`src/rtl/pcs_pkg.sv`:
```
package pcs_pkg;

    localparam int PCS_BUS_W      = 8;
    localparam int PCS_ADDR_BYTES = 2;

    typedef enum logic [1:0] {
        PC_HOLD = 2'd0,
        PC_STEP = 2'd1,
        PC_LOAD = 2'd2
    } pc_act_e;

endpackage

```
`src/rtl/pcs_hi_stage.sv`:
```
module pcs_hi_stage #(
    parameter int BUS_W = 8,
    parameter int HI_W  = 8
) (
    input  logic             clk,
    input  logic             rst_n,
    input  logic             wr,
    input  logic [BUS_W-1:0] din,
    output logic [HI_W-1:0]  stage_q
);

    typedef struct packed {
        logic [HI_W-1:0] val;
    } stage_t;

    stage_t          st_d, st_q;
    logic [HI_W-1:0] shifted;

    generate
        if (HI_W > BUS_W) begin : g_shift
            assign shifted = {st_q.val[HI_W-BUS_W-1:0], din};
        end else begin : g_direct
            assign shifted = din;
        end
    endgenerate

    always_comb begin
        st_d = st_q;
        if (wr) begin
            st_d.val = shifted;
        end
    end

    always_ff @(posedge clk or negedge rst_n) begin
        if (!rst_n) begin
            st_q <= '0;
        end else begin
            st_q <= st_d;
        end
    end

    assign stage_q = st_q.val;

endmodule

```
`src/rtl/pcs_byte_slice.sv`:
```
module pcs_byte_slice #(
    parameter int W = 8
) (
    input  logic             clk,
    input  logic             rst_n,
    input  pcs_pkg::pc_act_e act,
    input  logic [W-1:0]     load_val,
    input  logic             carry_in,
    output logic [W-1:0]     q
);

    typedef struct packed {
        logic [W-1:0] cnt;
    } slice_t;

    slice_t sl_d, sl_q;

    always_comb begin
        sl_d = sl_q;
        unique case (act)
            pcs_pkg::PC_LOAD: sl_d.cnt = load_val;
            pcs_pkg::PC_STEP: sl_d.cnt = carry_in ? sl_q.cnt + 1'b1 : sl_q.cnt;
            default:          sl_d.cnt = sl_q.cnt;
        endcase
    end

    always_ff @(posedge clk or negedge rst_n) begin
        if (!rst_n) begin
            sl_q <= '0;
        end else begin
            sl_q <= sl_d;
        end
    end

    assign q = sl_q.cnt;

endmodule

```
`src/rtl/jump_pc.sv`:
```
module jump_pc #(
    parameter int BUS_W      = pcs_pkg::PCS_BUS_W,
    parameter int ADDR_BYTES = pcs_pkg::PCS_ADDR_BYTES
) (
    input  logic                        clk,
    input  logic                        rst_n,
    input  logic [BUS_W-1:0]            bus_in,
    input  logic                        hi_wr,
    input  logic                        pc_wr,
    input  logic                        pc_inc,
    output logic [BUS_W*ADDR_BYTES-1:0] pc_addr
);

    localparam int ADDR_W = BUS_W * ADDR_BYTES;
    localparam int HI_W   = ADDR_W - BUS_W;

    typedef struct packed {
        pcs_pkg::pc_act_e act;
    } ctl_t;

    ctl_t            ctl_d;
    logic [HI_W-1:0] stage_q;

    // Write has priority over increment; no strobe means hold.
    always_comb begin
        ctl_d.act = pcs_pkg::PC_HOLD;
        if (pc_wr) begin
            ctl_d.act = pcs_pkg::PC_LOAD;
        end else if (pc_inc) begin
            ctl_d.act = pcs_pkg::PC_STEP;
        end
    end

    pcs_hi_stage #(
        .BUS_W (BUS_W),
        .HI_W  (HI_W)
    ) u_stage (
        .clk     (clk),
        .rst_n   (rst_n),
        .wr      (hi_wr),
        .din     (bus_in),
        .stage_q (stage_q)
    );

    generate
        for (genvar b = 0; b < ADDR_BYTES; b++) begin : g_byte
            logic [BUS_W-1:0] ld;
            logic             cin;
            if (b == 0) begin : g_low
                assign ld  = bus_in;
                assign cin = 1'b1;
            end else begin : g_up
                assign ld  = stage_q[(b-1)*BUS_W +: BUS_W];
                assign cin = &pc_addr[b*BUS_W-1:0];
            end
            pcs_byte_slice #(
                .W (BUS_W)
            ) u_slice (
                .clk      (clk),
                .rst_n    (rst_n),
                .act      (ctl_d.act),
                .load_val (ld),
                .carry_in (cin),
                .q        (pc_addr[b*BUS_W +: BUS_W])
            );
        end
    endgenerate

endmodule

```
`config.mk`:
```
export PLATFORM = sky130hd
export DESIGN_NAME = jump_pc
export DESIGN_NICKNAME = d
export VERILOG_FILES = /design/src/rtl/pcs_pkg.sv /design/src/rtl/pcs_hi_stage.sv /design/src/rtl/pcs_byte_slice.sv /design/src/rtl/jump_pc.sv
export SDC_FILE = /design/constraint.sdc
export NUM_CORES = 1
export LEC_CHECK = 0
export BUFFER_PORTS_ARGS = -buffer_cell sky130_fd_sc_hd__buf_2
export CAP_MARGIN = 30
export CORE_MARGIN = 3
export CORE_UTILIZATION = 45
export CTS_BUF_LIST = sky130_fd_sc_hd__clkbuf_4 sky130_fd_sc_hd__clkbuf_8 sky130_fd_sc_hd__clkbuf_16
export CTS_CLUSTER_SIZE = 16
export DETAILED_ROUTE_END_ITERATION = 10
export GPL_TIMING_DRIVEN = 1
export PLACE_DENSITY = 0.66
export SYNTH_ARGS = -nofsm -noshare
export SYNTH_HDL_FRONTEND = slang
export SYNTH_HIERARCHICAL = 1
export SYNTH_SLANG_ARGS = --single-unit
```
`constraint.sdc`:
```
create_clock -name clk -period 1.8 [get_ports clk]
set_input_delay 0.36 -clock clk [delete_from_list [all_inputs] [get_ports clk]]
set_output_delay 0.36 -clock clk [all_outputs]
set_load 0.01 [all_outputs]
```
==> results of run 1 <==
-- cells by family (layout without fill, tap and decap cells) --
family                     after synthesis  count (layout)  share of synthesized area (%)
and+or+nand+nor                         48              48                           21.6
AOI/OAI and AO/OA                       30              30                           15.1
DFF                                     24              24                           39.9
muxes                                   20              20                           16.3
buffers and inverters                   11              46                           3.91
adders and majority gates                2               2                           1.66
xor gates and xnor gates                 2               2                           1.16
other                                    1               5                          0.249
-- flip-flops by register name, indices dropped and copies added, names as in the netlist --
signal            count
u_stage/stage_q       8
g_byte.u_slice/q     16
-- critical path: stages, from the launching register on --
cell and delay, ps:
sky130_fd_sc_hd__dfrtp_1 440, sky130_fd_sc_hd__nand4_1 120, sky130_fd_sc_hd__nor2_1 280, sky130_fd_sc_hd__and3b_1 300, sky130_fd_sc_hd__mux2i_1 110, sky130_fd_sc_hd__a221o_1 300
-- per-stage QoR --
step | util [%] | worst slack (ps) | cells | power, mW
global route | 57.5 | 62.4 | 221 | 1.48
global placement | 56.4 | 242 | 217 | 1.09
floorplan | - | 245 | 142 | 0.926
CTS | 57.5 | 190 | 221 | 1.40
finish | 57.5 | 168 | 221 | 1.39
detailed placement | 56.4 | 209 | 217 | 1.10
-- cells in the mapped netlist, types with 4 or more instances --
| master | number |
|---|---|
| sky130_fd_sc_hd__nor2_1 | 7 |
| sky130_fd_sc_hd__mux2i_1 | 8 |
| sky130_fd_sc_hd__a211oi_1 | 8 |
| sky130_fd_sc_hd__o31ai_1 | 4 |
| sky130_fd_sc_hd__inv_1 | 6 |
| sky130_fd_sc_hd__dfrtp_1 | 24 |
| sky130_fd_sc_hd__mux2_4 | 8 |
| sky130_fd_sc_hd__nand2_1 | 4 |
| sky130_fd_sc_hd__and3b_1 | 4 |
| sky130_fd_sc_hd__a21oi_1 | 8 |
| sky130_fd_sc_hd__nor2b_1 | 5 |
| sky130_fd_sc_hd__nand4_1 | 6 |
| sky130_fd_sc_hd__and4_1 | 10 |
| sky130_fd_sc_hd__mux2_2 | 4 |
-- layout make-up --
type | instances | area (µm²) | area share [%]
inverters | 6 | 22.5 | 1.25
flip-flops and latches | 24 | 601 | 33.4
repair buffers | 36 | 225 | 12.5
clock buffers | 4 | 36.3 | 2.02
multi-input cells | 107 | 860 | 47.8
well taps | 44 | 55.1 | 3.06
-- worst max path at each step --
stage                      startpoint                      to  slack [ps]  depth (start not counted)
2_1_floorplan                  pc_inc  g_byte[0].u_slice/q[3]         250                          4
3_3_place_gp                    pc_wr  g_byte[0].u_slice/q[3]         240                          6
3_5_place_dp                    pc_wr  g_byte[0].u_slice/q[3]         210                          6
4_1_cts        g_byte[0].u_slice/q[6]  g_byte[1].u_slice/q[2]         190                          5
5_1_grt        g_byte[0].u_slice/q[6]  g_byte[1].u_slice/q[2]          60                          5
6_report       g_byte[0].u_slice/q[6]  g_byte[1].u_slice/q[2]         170                          5
-- cells in the final DEF, fill, tap and decap left out --
| cell | n |
|---|---|
| sky130_fd_sc_hd__a211oi_1 | 8 |
| sky130_fd_sc_hd__xnor2_1 | 2 |
| sky130_fd_sc_hd__and3_1 | 2 |
| sky130_fd_sc_hd__and2b_2 | 2 |
| sky130_fd_sc_hd__and4b_1 | 2 |
| sky130_fd_sc_hd__a211o_1 | 2 |
| sky130_fd_sc_hd__nor2b_1 | 5 |
| sky130_fd_sc_hd__and2_1 | 2 |
| sky130_fd_sc_hd__conb_1 | 5 |
| sky130_fd_sc_hd__and4_1 | 10 |
| sky130_fd_sc_hd__a31oi_1 | 2 |
| sky130_fd_sc_hd__nor2_1 | 7 |
| sky130_fd_sc_hd__mux2i_1 | 8 |
| sky130_fd_sc_hd__nand4_1 | 6 |
| sky130_fd_sc_hd__clkbuf_4 | 3 |
| sky130_fd_sc_hd__buf_2 | 28 |
| sky130_fd_sc_hd__a221oi_2 | 2 |
| sky130_fd_sc_hd__buf_4 | 6 |
| sky130_fd_sc_hd__clkbuf_8 | 1 |
| sky130_fd_sc_hd__o31ai_1 | 4 |
| sky130_fd_sc_hd__o32ai_1 | 2 |
| sky130_fd_sc_hd__or3_1 | 2 |
| sky130_fd_sc_hd__mux2_4 | 8 |
| sky130_fd_sc_hd__a221o_1 | 2 |
| sky130_fd_sc_hd__inv_1 | 6 |
| sky130_fd_sc_hd__nand2_1 | 4 |
| sky130_fd_sc_hd__nand4b_1 | 2 |
| sky130_fd_sc_hd__buf_12 | 2 |
| sky130_fd_sc_hd__ha_1 | 2 |
| sky130_fd_sc_hd__mux2_2 | 4 |
| sky130_fd_sc_hd__a21oi_1 | 8 |
| sky130_fd_sc_hd__and3b_1 | 4 |
| sky130_fd_sc_hd__dfrtp_1 | 24 |
-- power by group --
part | switching (mW) | internal [mW]
sequential | 0.0734 | 0.610
combinational | 0.204 | 0.206
clock | 0.172 | 0.124
-- per-layer routing --
| layer | global-route usage (%) | share of wire (%) | up-vias |
|---|---|---|---|
| li1 | - | - | 608 |
| met1 | 23.9 | 46 | 598 |
| met5 | 0 | 0 | - |
| met3 | 3.34 | 4.8 | 4 |
| met4 | 4.04 | 0.50 | 0 |
| met2 | 29.9 | 48 | 35 |
==> results summary, run 1 <==
The final clock skew is between 10 and 15 ps. The die boundary width is between 60 and 70 µm. The weighted congestion reported at the end of routability-driven placement came out at 0.794. By startpoint and endpoint, the worst setup path is classified as reg -> reg. The worst slew margin relative to its limit is approximately 63%. Of all cell types, the one taking the most synthesized area is sky130_fd_sc_hd__dfrtp_1. The category of the worst setup path launch point is a flop.

The number of rows in the core area is 20. The core footprint came out at 3130 µm². In the synthesized netlist the dominant register cell turns out to be sky130_fd_sc_hd__dfrtp_1.

Dividing total power by cell area gives a power density of between 700 and 800 nW/µm². The worst register-to-register path ends at g_byte[1].u_slice/q[2]. The detailed router finished its first iteration with 85 violations. Of the cells placed in the final design, the portion with a size suffix greater than 1 is about a third.

The minimum setup slack among reg-to-reg paths is 170 ps. The count of boundary I/O pins came out at 29. The count of fill cells added during filler insertion is 284. The sequential share of the synthesized area came out at 39.9%. The biggest fanout along the worst timing path came out at 5. The first-pass iteration count of the detailed router is 4. The number of pins exceeding their max-slew limit in the final report came to 0. The average instance area after synthesis came out at ~11 µm². Across all layers, the routed design uses 1245 vias.

The share of synthesized registers carrying an async set or reset is 100%. The number of hold violations in the final report is 0. The max-cap violation count came out at 0. The standard cell area after detailed placement came out at roughly 1800 µm².

Yosys printed 6 warnings. Setup repair after global routing left no endpoint under its margin. The final routed wirelength across all metal layers is 3420 µm. Relative to the synthesized area, the layout overhead comes to 19.6%.

Hold repair after CTS inserted 0 buffers. The worst hold path belongs to the class in -> async. Port buffering added 28 buffers. Counting the buffers created by CTS gives 3. The share of the synthesized area in the top cell type came out at between 30% and 40%. Clock tree synthesis selected as its root buffer the cell sky130_fd_sc_hd__clkbuf_4. The pin slew with the least headroom to its limit came out at about 560 ps.

The distinct cell type count of the synthesized netlist came out at 31. The combined area of all synthesized cells came out at around 1500 µm². The number of antenna violations at the first check in global routing is 0. The worst setup path is captured at a flop.

The number of buffers inserted to repair setup after CTS came out at 0. The endpoint arrival time on the critical path is about 1900 ps. Timing would allow up to 613 MHz. The maximum root-to-sink buffer count came out at 2. The final critical path takes up around 91% of the cycle.

The first global-routing pass estimated about 5800 µm of wire. After synthesis, the cell types taking the most area are sky130_fd_sc_hd__dfrtp_1 40%, sky130_fd_sc_hd__mux2_4 8.0%, sky130_fd_sc_hd__and4_1 5.8%. The chip height is about 64 µm. Across the VDD grid, the largest voltage drop is 441 µV.

The worst hold slack across all endpoints came out at between 0.5 and 0.6 ps. The overall overflow remaining after global route came out at 0. The die covers around 4100 µm².

The number of enable flip-flop cells after synthesis came out at 0. For the worst setup path, the data required time is ~2000 ps. Clock latency on the worst-skew pair, taken at its later pin, is between 300 and 400 ps. The post-DP HPWL is 2460 µm. The average wire per cell in the routed design is approximately 15 µm. The largest net degree at the start of global routing is 31.

The post-detailed-route count of antenna-violating nets came out at 0. The number of cells on the worst reg-to-reg path is 5. With fillers left out, the area of the finished cells amounts to between 1500 and 2000 µm². The via count of the first global-routing pass came out at between 1000 and 1500. After detailed routing, the number of vias per cell comes to 5.63. In this run the number of H-tree levels came out at 1. The number of nets in the final layout is approximately 190. In this run the static leakage power is 0.823 nW.

The total inserted antenna cells came out at 0. The number of gates resized after CTS was 0. The number of remaining DRC errors is 0. The time the final worst path needs with I/O delays and setup is around 1600 ps. The setup-violating endpoint count in the final report came out at 0. The count of clock tree sinks is 24. The startpoint identified for the worst register-to-register timing path is g_byte[0].u_slice/q[6]. The run finished with clean final reports. The starting density of the core came out at roughly half. The register bit total from synthesis came out at 24.

TritonCTS built the clock tree. For this run, the total global-route usage over all layers was measured as 17.9%. The aggregate negative setup slack came out at 0 ps.

The clock-pin slew of the registers on the worst-case setup and hold paths came out at 150 ps. The post-synthesis instance total came out at 138.
No activity file was read; power rests on OpenSTA's default activity.
==> run 2: changes to the inputs <==
--- a/config.mk
+++ b/config.mk
@@ -6,13 +6,13 @@
 export NUM_CORES = 1
 export LEC_CHECK = 0
 export BUFFER_PORTS_ARGS = -buffer_cell sky130_fd_sc_hd__buf_2
-export CAP_MARGIN = 30
 export CORE_MARGIN = 3
 export CORE_UTILIZATION = 45
 export CTS_BUF_LIST = sky130_fd_sc_hd__clkbuf_4 sky130_fd_sc_hd__clkbuf_8 sky130_fd_sc_hd__clkbuf_16
 export CTS_CLUSTER_SIZE = 16
 export DETAILED_ROUTE_END_ITERATION = 10
 export GPL_TIMING_DRIVEN = 1
+export HOLD_SLACK_MARGIN = 0.1
 export PLACE_DENSITY = 0.66
 export SYNTH_ARGS = -nofsm -noshare
 export SYNTH_HDL_FRONTEND = slang
==> run 2 against run 1 <==
Compared with the run above: worst hold slack better by 270 ps; critical endpoint unchanged; non-clock buffer count is 1 higher; worst setup slack worse by 6.7 ps; wire length is 0.73% lower; global-route usage is 0.075 points lower; count of clock-buffer cells in the layout stayed put; combinational power hardly changed; highest routed layer unchanged; cell count is 0.45% higher.
==> results summary, run 2 (synthesized netlist as in run 1, its figures left out) <==
The max-cap violation count is 0. Detailed placement finished with a half-perimeter wire length of 2460 µm. The flip-flop count of the largest register after layout is 16.

The wire length of the first global-routing pass came out at just under 6000 µm. For the worst setup path, the data required time is roughly 2000 ps. Data arrives at the worst endpoint at 1870 ps.

Leaving out fill and tap cells, the most frequent cells in the layout are 28 x sky130_fd_sc_hd__buf_2, 24 x sky130_fd_sc_hd__dfrtp_1, 10 x sky130_fd_sc_hd__and4_1. In this run the tightest slew margin relative to its limit is between 60% and 70%. The flow ran to the end, and the final reports show no timing, DRC or antenna violations. The count of clock tree sinks came out at 24. The number of clock buffers added by TritonCTS is 3. The count of boundary I/O pins is 29.

The count of fill cells added during filler insertion is 282. The pin slew with the least headroom to its limit came out at roughly 560 ps. The share of the cycle needed by the critical path after routing came out at ~90%. The number of resized instances in the post-cts repair step is 0.

The critical path class is reg -> reg. The die boundary width came out at ~64 µm. The worst setup path is launched from a flop. Once the floorplan was initialized, standard cells occupied between 40% and 50% of the core. Entering global routing, the biggest net connects 31 pins. The core footprint is between 3000 and 4000 µm². The first-pass iteration count of the detailed router is 4.

The total inserted antenna cells is 0. The post-placement cell count came out at between 200 and 250. In this run the number of H-tree levels came out at 1. The number of antenna violations at the first check in global routing is 0. The share of final-layout standard cells stronger than drive strength 1 came out at 31.5%. The via count of the first global-routing pass came out at approximately 1200. The time the final worst path needs with I/O delays and setup is roughly 1600 ps.

The relative area change from synthesis to final layout is 20.3%. The count of nets left with antenna violations once routing finished came out at 0. The number of nets in the final layout came out at between 150 and 200. The library cell used most frequently in the layout, excluding fill and tap cells, is sky130_fd_sc_hd__buf_2. At the end of routability-driven placement, the weighted congestion stood at between 0.7 and 0.8. TritonCTS built the clock tree.

The number of pins exceeding their max-slew limit in the final report is 0. The static power due to leakage came out at 0.827 nW. The clock arrives with between 15 and 20 ps of skew. From bottom edge to top edge, the die measures around 64 µm. Measured in cells, the most critical reg-to-reg path has a length of 5.

The number of vias per cell after detailed routing came out at roughly 5.6. The aggregate negative setup slack came out at 0 ps. Dividing the detail-routed wire length by the instance count gives about 15 µm. Setup repair after global routing left no endpoint under its margin. The die covers 4070 µm². The worst hold path depth came out at 2. The via count came out at about 1200. The maximum root-to-sink buffer count came out at 2. The register cell area after layout is approximately 600 µm². The number of remaining DRC errors came out at 0. Row generation in the floorplan step produced 20 rows. The final core utilization is between 50 and 60%. The later pin in the worst-skew pair is clocked with a latency of roughly 320 ps. The count of input and output buffers came out at 28.

The total power density per cell area is approximately 770 nW/µm². The multi-input combinational cells in the finished layout cover a total of 860 µm². The total global routing track utilization came out at approximately 18%. Derived from the worst setup path, the maximum achievable clock frequency is between 600 and 700 MHz. The biggest fanout along the worst timing path came out at 5.

VDD sags by at most 440 µV. The final routed wirelength across all metal layers is between 3000 and 4000 µm. The setup-violating endpoint count in the final report is 0. The overall overflow remaining after global route came out at 0.

The tree is rooted in a sky130_fd_sc_hd__clkbuf_4. The number of DRC markers in iteration 0 is 74. After the flow finishes, the layout carries non-filler instances totaling between 200 and 250.

STA classifies the critical path endpoint as a flop. The number of hold violations in the final report was 0. The clock-pin slew of the registers on the worst-case setup and hold paths is 150 ps.

The class of the worst hold path is in -> reg.
run 2: cell types whose count changed in the layout (fill, tap and decap cells not counted), sizes merged:
| cell | before | now |
|---|---|---|
| dlygate4sd3 | 0 | 1 |
run 2: final timing paths:
kind                                        startpoint                endpoint  slack (ps)
worst min register to register      u_stage/stage_q[2]  g_byte[1].u_slice/q[2]         510
worst max-delay path            g_byte[0].u_slice/q[6]  g_byte[1].u_slice/q[2]         160
max in group asynchronous                        rst_n      u_stage/stage_q[6]         870
worst min-delay path                         bus_in[5]      u_stage/stage_q[5]         270
min in group asynchronous                        rst_n      u_stage/stage_q[5]         540
worst max register to register  g_byte[0].u_slice/q[6]  g_byte[1].u_slice/q[2]         160
run 2: routing by layer:
| metal | routed length (µm) | share of wire (%) | up-vias | track usage [%] |
|---|---|---|---|---|
| met1 | 1620 | 48 | 592 | 23.7 |
| met5 | 0 | 0 | - | 0 |
| met2 | 1610 | 47 | 29 | 30.1 |
| met3 | 145 | 4.3 | 2 | 3.16 |
| met4 | 15 | 0.44 | 0 | 4.04 |
| li1 | - | - | 614 | - |
run 2: repair_timing:
item                      CTS  global route
buffers inserted            0             0
hold buffers                1             0
hold endpoints to repair   24             0
run 2: area by class of cell:
type                       instances  area share, %
sequential                        24           33.2
clock buffer                       4           2.01
timing repair buffer              37           13.0
inverter                           6           1.24
tap                               44           3.04
multi-input combinational        107           47.5
run 2: per-stage QoR:
stage	area (µm²)	total power, mW	setup slack [ps]	hold slack, ps
detailed placement	1760	1.10	209	383
CTS	1810	1.40	190	259
global route	1810	1.48	62.4	256
finish	1810	1.39	162	267
floorplan	1520	0.926	245	64.4
global placement	1760	1.09	242	370
run 2: critical path, cell delays in order, from the launching register on:
cell                      delay [ps]
sky130_fd_sc_hd__dfrtp_1         440
sky130_fd_sc_hd__nand4_1         120
sky130_fd_sc_hd__nor2_1          280
sky130_fd_sc_hd__and3b_1         300
sky130_fd_sc_hd__mux2i_1         110
sky130_fd_sc_hd__a221o_1         300
run 2: power by group:
| group | leakage, nW | switching (mW) | internal, mW |
|---|---|---|---|
| Sequential | 0.278 | 0.0720 | 0.610 |
| Clock | 0.0210 | 0.171 | 0.124 |
| Combinational | 0.527 | 0.204 | 0.207 |
==> run 3: changes to the inputs <==
--- a/config.mk
+++ b/config.mk
@@ -6,6 +6,7 @@
 export NUM_CORES = 1
 export LEC_CHECK = 0
 export BUFFER_PORTS_ARGS = -buffer_cell sky130_fd_sc_hd__buf_2
+export CORE_ASPECT_RATIO = 1.25
 export CORE_MARGIN = 3
 export CORE_UTILIZATION = 45
 export CTS_BUF_LIST = sky130_fd_sc_hd__clkbuf_4 sky130_fd_sc_hd__clkbuf_8 sky130_fd_sc_hd__clkbuf_16
==> run 3 against run 2 <==
Compared with the run above: sequential power increased by 0.7%; clock power increased by 33%; fmax increased by 3.2%; critical path depth unchanged; register-to-register slack improved by 50 ps; total power increased by 7.1%; die area increased by 0.10%; clock skew decreased by 5.2 ps; count of clock-buffer cells in the layout decreased by 1; sequential share of layout area decreased by 0.16 points; combinational power decreased by 1%; critical path type unchanged; critical endpoint unchanged; largest cell class unchanged.
==> results summary, run 3 (synthesized netlist as in run 1, its figures left out) <==
The worst path in the final design needs a cycle of roughly 1600 ps, including I/O delays and setup. The register with the most flip-flops in the layout has 16 of them. The category of the worst setup path launch point is a flop. Setup repair after global routing left no endpoint under its margin. The pin slew with the least headroom to its limit is approximately 550 ps.

The routed design has 3380 µm of wire. The worst setup path is captured at a flop. The chip height came out at a little over 70 µm. The number of remaining DRC errors came out at 0.

The highest achievable clock rate is around 630 MHz. The slowest stage of the critical path belongs to the cell sky130_fd_sc_hd__dfrtp_1. The share of the cycle needed by the critical path after routing came out at 88.2%. The count of fill cells added during filler insertion came out at 280. VDD sags by at most 436 µV. In the final timing run, aggregate negative setup slack is 0 ps. The clock latency on the worst-skew pair is between 300 and 400 ps.

The count of cells in the finished layout, fillers not included, comes to ~220. The via count came out at about 1300. The count of input and output buffers is 28. After legalization and detailed placement, the total HPWL measured roughly 2600 µm. The multi-input gate area in the final layout came out at around 860 µm². The via count of the first global-routing pass came out at between 1000 and 1500. The number of antenna violations at the first check in global routing came out at 0. On the worst path, the slowest cell contributes a delay of around 440 ps. For this design the static power due to leakage is around 0.84 nW. In the layout the commonest cells are 28 x sky130_fd_sc_hd__buf_2, 24 x sky130_fd_sc_hd__dfrtp_1, 10 x sky130_fd_sc_hd__and4_1. The maximum level of the CTS H-tree is 1. Counting along the longest clock path gives a buffer depth of 2. The number of DRC markers in iteration 0 came out at 26. The relative area change from synthesis to final layout came out at 20.9%. The biggest fanout along the worst timing path came out at 5.

The most common library cell in the layout ignoring fill and taps is sky130_fd_sc_hd__buf_2. The number of clock buffers added by TritonCTS is 3. The setup-violating endpoint count in the final report is 0. The count of boundary I/O pins is 29.

The core footprint is between 3000 and 4000 µm². In this run the core area contains 22 standard-cell rows. The count of buffer and inverter cells on the critical path came out at 0. The post-detailed-route count of antenna-violating nets came out at 0. The die covers about 4100 µm². The final clock skew came out at around 12 ps.

In this run, placement finished with an instance count of approximately 210. For this run the aggregate overflow at the end of global routing stands at 0. For this run, the total global-route usage over all layers was measured as ~17%. Traced cell by cell, the critical path runs through nand4_1, nor2_1, and3b_1, mux2i_1, a221o_1. The class of the worst hold path is in -> reg. TritonCTS built the clock tree. The tool flagged a number of max-cap violations equal to 0. In this design, the largest share of critical-path delay is due to simple AND/OR/NAND/NOR gates. The count of clock tree sinks is 24. The register cell area after layout came out at between 600 and 700 µm². The number of nets in the final layout is roughly 200. In the final layout, the share of cells above drive strength 1 is between 30% and 40%. The data required time at the worst endpoint is a little over 2000 ps. The first global-routing pass estimated approximately 5500 µm of wire. In this run the power density over the cells is between 800 and 900 nW/µm². The first-pass iteration count of the detailed router came out at 4. The total inserted antenna cells came out at 0. The critical path in this run is classified as reg -> reg. Clock tree synthesis selected as its root buffer the cell sky130_fd_sc_hd__clkbuf_4. Dividing the detail-routed wire length by the instance count gives about 16 µm. The starting density of the core came out at around half. The die boundary width is 57.7 µm. The largest net degree at the start of global routing is 29. The number of resized instances in the post-cts repair step is 0.

The run finished with clean final reports. The number of vias per cell after detailed routing is roughly 6. Data on the critical path arrives at its endpoint at about 1800 ps.

After clock tree synthesis, the clock-pin slew on the worst setup and hold paths is ~150 ps. The number of hold violations in the final report came out at 0. The worst pin sits at a relative slew slack of a little over three fifths. The number of pins exceeding their max-slew limit in the final report is 0. The weighted congestion reported at the end of routability-driven placement is about 0.86.
-- run 3: changes by cell type in the layout (fill, tap and decap cells not counted) --
cell / previous run / this run
sky130_fd_sc_hd__buf_12: 2 / 1
sky130_fd_sc_hd__buf_4: 6 / 9
sky130_fd_sc_hd__bufinv_16: 0 / 1
sky130_fd_sc_hd__clkbuf_8: 1 / 0
-- run 3: where the power goes --
part / internal [mW] / switching, mW
Combinational: 0.207 / 0.198
Sequential: 0.610 / 0.0775
Clock: 0.225 / 0.168
-- run 3: worst paths after layout --
path / cells after the start / startpoint / slack (ps) / endpoint
hold / removal: 2 / bus_in[0] / 280 / u_stage/stage_q[0]
setup reg to reg: 5 / g_byte[0].u_slice/q[6] / 210 / g_byte[1].u_slice/q[2]
min in group asynchronous: 2 / rst_n / 540 / g_byte[1].u_slice/q[0]
hold reg to reg: 1 / u_stage/stage_q[7] / 540 / u_stage/stage_q[7]
setup / recovery: 5 / g_byte[0].u_slice/q[6] / 210 / g_byte[1].u_slice/q[2]
max in group asynchronous: 2 / rst_n / 880 / u_stage/stage_q[7]
-- run 3: layer usage --
metal / share of wire, % / GRT usage, % / vias to the layer above
met2: 49 / 27.4 / 35
li1: - / - / 622
met3: 4.0 / 2.37 / 6
met1: 45 / 23.5 / 612
met4: 1.6 / 6.19 / 0
met5: 0 / 0 / -
-- run 3: layout make-up --
type	count	area share (%)
sequential	24	33.0
inverter	6	1.24
clock inverter	1	1.65
multi-input combinational	107	47.3
timing repair buffer	39	13.1
clock buffer	3	1.24
tap	36	2.48
-- run 3: worst reg2reg max path, cell delays in order, from the launching register on --
cell and delay, ps:
sky130_fd_sc_hd__dfrtp_1 440, sky130_fd_sc_hd__nand4_1 100, sky130_fd_sc_hd__nor2_1 260, sky130_fd_sc_hd__and3b_1 290, sky130_fd_sc_hd__mux2i_1 100, sky130_fd_sc_hd__a221o_1 300
-- run 3: repair_timing --
item,4_1_cts,5_1_grt
hold buffers,1,0
hold endpoints to repair,24,0
setup buffers,0,0
-- run 3: per-stage QoR --
| step | hold WS, ps | instance area (µm²) | util [%] | total power [mW] | setup slack [ps] |
|---|---|---|---|---|---|
| after global placement | 377 | 1760 | 57.5 | 1.09 | 198 |
| after CTS | 269 | 1820 | 59.5 | 1.50 | 219 |
| after detailed placement | 384 | 1760 | 57.5 | 1.10 | 150 |
| after floorplan | 64.4 | 1520 | - | 0.926 | 245 |
| final | 278 | 1820 | 59.5 | 1.49 | 212 |
| after global routing | 267 | 1820 | 59.5 | 1.57 | 116 |
